File: config.mk
export PLATFORM = sky130hd
export DESIGN_NAME = fetch_exec_core
export DESIGN_NICKNAME = d
export VERILOG_FILES = /design/src/rtl/fetch_exec_core.sv
export SDC_FILE = /design/constraint.sdc
export NUM_CORES = 2
export LEC_CHECK = 0
export CAP_MARGIN = 25
export CORE_MARGIN = 2
export CORE_UTILIZATION = 50
export DETAILED_ROUTE_END_ITERATION = 8
export PLACE_DENSITY = 0.63
export SLEW_MARGIN = 15
export SYNTH_ARGS = -nofsm -noshare
export SYNTH_HDL_FRONTEND = slang
export SYNTH_SLANG_ARGS = --single-unit
File: constraint.sdc
create_clock -name clk -period 6.51 [get_ports clk]
set_input_delay 0.651 -clock clk [delete_from_list [all_inputs] [get_ports clk]]
set_output_delay 0.651 -clock clk [all_outputs]
set_load 0.1 [all_outputs]
File: src/rtl/fetch_exec_core.sv
module fetch_exec_core #(
  parameter int MEM_BYTES = 256,
  localparam int AW = $clog2(MEM_BYTES)
) (
  input  logic          clk,
  input  logic          rst_n,
  input  logic          ld_we,
  input  logic [AW-1:0] ld_addr,
  input  logic [7:0]    ld_byte,
  input  logic [31:0]   ret_addr,
  input  logic          start,
  output logic [31:0]   pc,
  output logic          done,
  output logic          illegal,
  input  logic [4:0]    dbg_sel,
  output logic [31:0]   dbg_data
);
  localparam logic [2:0] S_IDLE = 3'd0, S_FETCH = 3'd1, S_INCR = 3'd2,
                         S_EXEC = 3'd3, S_HALT = 3'd4;

  logic [7:0]  mem [MEM_BYTES];
  logic [31:0] rf  [32];
  logic [2:0]  st;
  logic [1:0]  cnt;
  logic [31:0] ir, sentinel;

  wire [4:0]    rs = ir[25:21];
  wire [4:0]    rt = ir[20:16];
  wire [4:0]    rd = ir[15:11];
  wire [31:0]   va = rf[rs];
  wire [31:0]   vb = rf[rt];
  wire          is_add = ir[31:26] == 6'd0 && ir[10:6] == 5'd0 && ir[5:0] == 6'h20;
  wire          is_jr  = ir[31:26] == 6'd0 && ir[20:6] == 15'd0 && ir[5:0] == 6'h08;
  wire [AW-1:0] faddr = pc[AW-1:0] + AW'(cnt);

  assign dbg_data = rf[dbg_sel];

  always_ff @(posedge clk)
    if (st == S_IDLE && ld_we) mem[ld_addr] <= ld_byte;

  always_ff @(posedge clk or negedge rst_n) begin
    if (!rst_n) begin
      st       <= S_IDLE;
      cnt      <= '0;
      ir       <= '0;
      pc       <= '0;
      sentinel <= '0;
      done     <= 1'b0;
      illegal  <= 1'b0;
      for (int i = 0; i < 32; i++) rf[i] <= '0;
    end else begin
      case (st)
        S_IDLE: if (start) begin
          pc       <= '0;
          rf[31]   <= ret_addr;
          sentinel <= ret_addr;
          cnt      <= '0;
          st       <= S_FETCH;
        end
        S_FETCH: begin
          ir  <= {ir[23:0], mem[faddr]};
          cnt <= cnt + 2'd1;
          if (cnt == 2'd3) st <= S_INCR;
        end
        S_INCR: begin
          pc <= pc + 32'd4;
          st <= S_EXEC;
        end
        S_EXEC: begin
          if (is_add) begin
            if (rd != 5'd0) rf[rd] <= va + vb;
            st <= S_FETCH;
          end else if (is_jr) begin
            pc <= va;
            if (va == sentinel) begin
              done <= 1'b1;
              st   <= S_HALT;
            end else st <= S_FETCH;
          end else begin
            illegal <= 1'b1;
            st      <= S_HALT;
          end
        end
        default: st <= S_HALT;
      endcase
    end
  end
endmodule


* Word-level counts from Yosys, hierarchy flattened
Memory sizes are Yosys's and may differ from the RTL's. A register that Yosys moved wholly into a read port is not among the register bits. Cells that the tools add are included.
Cells by class: add/subtract/negate cells 4, order comparisons 5, equality and inequality tests 13, multiplexer cells 30, bitwise gates (word level) 6, reduce and logical (&&, ||, !) cells 23
Operators by type and width (count):
- $bwmux 1024 | 1
- $bmux 32 s5 | 3
- $mux 32 | 13
- $demux 32 s5 | 1
- $pmux 32 s3 | 1
- $pmux 32 s2 | 1
- $add 32x3->32 const B | 1
- $add 32x32->32 | 1
- $eq 32x32->1 | 1
- $ge 6x6->1 const B | 4
- $not 5->6 | 4
- $logic_not 15->1 | 1
- $mux 3 | 5
- $ne 2x2->1 const B | 6
- $pmux 3 s4 | 1
- $reduce_and 4->1 | 3
- $add 8x2->8 | 1
- $eq 3x2->1 const B | 2
- $eq 6x4->1 const B | 1
- $eq 6x6->1 const B | 1
- $logic_and 1x1->1 | 6
- $logic_not 6->1 | 1
- $lt 6x1->1 const B | 1
- $reduce_and 2->1 | 3
- 14 further kinds | 18
Storage, ports and cells: flip-flop bits (word level) 1127, memory bits (writable) 2048, output and inout port bits 66, word-level logic and storage cells 121, memories 1
Memories:
- mem | words 256, width 8, read ports 1, clocked after Yosys merged registers in 1, write ports 1, line 21 | logic [7:0] mem [MEM_BYTES];

* Logic depth before layout (Yosys ltp)
depth after elaboration 9, gate-level depth with buffers 21, depth with buffers taken out 16

* Worst setup path after synthesis
OpenSTA, ideal clock, no wires.
path kind flip-flop to flip-flop, from reg ir[16], to reg rf[126] (netlist name), library setup time 0.133 ns, arrival 5.382 ns, required time 6.377 ns, path slack 0.995 ns, stages on the path, launching flop included 20, buffers on the path 5, period minus slack after synthesis 5.515 ns, path through dfrtp_1 -> buf_2 -> buf_1 -> clkbuf_1 -> buf_1 -> mux4_2 -> mux4_2 -> mux2_2 -> ha_1 -> fa_1 -> a211oi_1 -> o211ai_1 -> nand3_1 -> nand2_1 -> a31oi_1 -> a21oi_1 -> o31ai_1 -> xor2_1 -> clkbuf_1 -> o21ai_0
On the way: cells in the longest elaborated chain, start to end 6
RTL lines:
- start, declared | line 25 | logic [31:0] ir, sentinel;
- start signal, assigned | line 61 | ir <= {ir[23:0], mem[faddr]};
- $not 5->6 (implied by the code) | line 31 | wire [31:0] vb = rf[rt];
- $bmux 32 s5 | line 31
- $mux 32 (implied by the code) (2 in a row) | line 31
- $add 32x32->32 | line 71 | if (rd != 5'd0) rf[rd] <= va + vb;
- $bwmux 1024 | line 71
- end signal, assigned by index | line 71
- end, declared | line 22 | logic [31:0] rf [32];
Every way passes these cells. The select of a mux whose other input is x is not followed. A chain may end at the register's enable or synchronous reset.

* Final worst setup path
from reg ir[22], to reg rf[857] (netlist name)
On the way: cells in the longest elaborated chain, start to end 6
RTL lines:
- $not 5->6 (implied by the code) | line 30 | wire [31:0] va = rf[rs];
- $bmux 32 s5 | line 30
- $mux 32 (implied by the code) (2 in a row) | line 30
- $add 32x32->32 | line 71
- $bwmux 1024 | line 71
Every way passes these cells. The select of a mux whose other input is x is not followed.

==> impl_metrics.toml <==
[status]
status = "completed"

[yosys]
synthFlopType = "edfxtp_1"
synthCells = 8947
postSynthAreaPerCell_um2 = 16.28
syn-num-nets = 9041
yosys_register_bits = 3175
syn-cell-area_um2 = 145700
synth_edf_count = 2048
postSynth.asyncResetShare = 0.3550
synth.distinct_cells = 66
yosysSeqAreaShare = 0.6158
ys.warnings.count = 0

[hold_path]
holdPathStages = 1
hold_path_class = "input port to register"
whs_endpoint = "mem[5][6]"
hp-start = "ld_byte[6]"

[cts]
cts_tree = "yes"
cts_buffers = 339
clock_latency_ns = 0.96
clock_path_buffers = 4
cts_root_buffer = "clkbuf_16"
clock_sinks = 3175
h-tree-depth = 5
postCtsSetupRepairBufs = 0
path_clk_slew_ns = 0.06

[die]
start_util = 0.5017
die_h_um = 543.8
core_area_um2 = 290300
ioPinCount = 123
rows = 198
die-area_um2 = 295700
die_x_um = 543.8

[global_routing]
grt.total_usage = 0.3014
grt_max_degree = 204
grt_pass1_wl_um = 638300
grt_overflow = 0
grt_pass1_vias = 86830
antenna_found_initial = 19

[setup_path]
critPathMaxFanout = 31
critPathMostFrequentCell = "buf_4"
startpoint_type = "register"
slowest_stage = "dfrtp_4"
cp_slowest_stage_delay_ns = 0.90
r2r_cells = 19
crit_required_ns = 7.24
cp_num_buf_inv = 4
worstPathArrival_ns = 6.96
worst-r2r-setup-slack_ns = 0.28
regToRegStartpoint = "ir[22]"
crit_type = "register to register"
cp-end-kind = "register"
r2r-end = "rf[857]"
crit_family = "compound AO/OA/AOI/OAI gates"
path_cells = "mux4_2 -> nor2b_1 -> a211oi_1 -> a311oi_1 -> a21oi_1 -> inv_1 -> ha_1 -> a211oi_1 -> o211ai_1 -> nand2_1 -> o311ai_1 -> buf_4 -> a41oi_2 -> buf_4 -> o21ai_0 -> a31oi_1 -> xor2_2 -> buf_4 -> o21ai_0"

[sta]
fin_tns_setup_ns = 0
hold_violations = 0
period_share = 0.9565
skew_ns = 0.04845
fin_crit_ns = 6.227
worst_pin_slew_ns = 1.150
fmax_mhz = 160.6
slew-limit-headroom = 0.2333
grt_setup_unrepaired = "no"
setup_viol = 0
setup_ws_ns = 0.2833
slew_viol_final = 0

[placement]
port_buffers = 122
pre_cts_slack_ns = 0.3728
postPlaceCellArea_um2 = 152300
hpwl_um = 272400
finalWeightedCongestion = 0.9062

[drt]
drc = 0
dr_total_vias = 86610
viasPerCell = 6.616
wl_um = 442100
firstDrtPassIters = 8
drtIter0Drc = 10640
wl_per_cell_um = 33.77
drtAntennaViolNets = 0

[pwr]
vdd.ir_drop.worst_uv = 346.9
leakagePower_nw = 57.21
p_per_area_nw_per_um2 = 350.1

[run]
maxCapViolCount = 0

[cells_and_area]
final_core_util = 0.5634
nets = 9007
final_cell_mix = "2048 x edfxtp_1, 1499 x mux4_2, 1118 x dfrtp_1"
final_area_um2 = 163600
area_delta_synth_final_pct = 12.30
drive_gt1_frac = 0.2857
layout_commonest_cell = "edfxtp_1"
==> per-stage QoR <==
stage	power [mW]	std cells	hold slack, ns
2_1_floorplan	32.13	8947	0.3554
3_3_place_gp	37.81	12460	0.3949
3_5_place_dp	37.96	12470	0.4073
4_1_cts	57.42	13080	0.1408
5_1_grt	58.87	13080	0.2013
6_report	57.27	13090	0.1980
==> registers in the layout, indices dropped and copies added (netlist names) <==
name      flops
pc           32
sentinel     32
done          1
st            3
ir           32
cnt           2
mem        2048
rf         1024
illegal       1
==> cell families after synthesis <==
| group | count (synthesis) | synth area share |
|---|---|---|
| XOR/XNOR | 67 | 0.004028 |
| AND/OR/NAND/NOR | 1693 | 0.04739 |
| buffers and inverters | 819 | 0.02259 |
| AO/OA/AOI/OAI | 1305 | 0.04934 |
| flip-flops | 3175 | 0.6158 |
| adder cells (fa/ha/maj) | 37 | 0.003281 |
| multiplexers | 1851 | 0.2576 |
==> worst max-delay path by stage <==
| stage | start | end | slack, ns | depth (start not counted) |
|---|---|---|---|---|
| after floorplan | ir[16] | rf[126] | 0.99 | 19 |
| after global placement | ir[22] | rf[511] | 0.25 | 18 |
| after detailed placement | ir[22] | rf[63] | 0.37 | 19 |
| after CTS | ir[22] | rf[511] | 0.35 | 19 |
| after global routing | ir[22] | rf[415] | 0.05 | 19 |
| final | ir[22] | rf[857] | 0.28 | 19 |
==> timing repair <==
item | in CTS | in global routing
hold endpoints to repair | 83 | 0
gates resized for setup | 0 | 0
hold buffers | 1 | 0
==> where the power goes <==
| part | internal, mW | switching (mW) | total, mW | leakage [nW] |
|---|---|---|---|---|
| Clock | 11.5 | 8.14 | 19.6 | 5.47 |
| Sequential | 21.8 | 0.803 | 22.6 | 34.0 |
| Combinational | 6.13 | 8.87 | 15.0 | 17.8 |
==> layout make-up <==
type / count / area (um2)
sequential: 3175 / 89730
clock inverter: 173 / 1976
clock buffer: 437 / 9216
timing repair buffer: 415 / 4360
tap: 3900 / 4880
inverter: 29 / 108.9
multi-input combinational: 4953 / 53290
fill: 22350 / 126800
antenna: 10 / 25.02
==> routing by layer <==
layer  vias up  routed length [um]  GRT usage
met2      4561              211500     0.4775
li1      35310                   -          -
met5         -                 124          0
met4        20               27340     0.1584
met1     45640              164800     0.4006
met3      1081               38280    0.05554
==> Yosys cell counts (all sizes together), types with 64 or more instances <==
library cell  count  area (um2)
o21ai           977        4890
dfrtp          1127       28200
nor2            347        1305
nand2          1105        4148
edfxtp         2048       61500
a21oi            84       420.4
a22oi           104       780.8
nand3            64       320.3
mux2i           157        1572
mux4           1499       33760
clkbuf          580        2177
buf             210        1005
mux2            195        2196
Power figures use the tool's default switching activity.
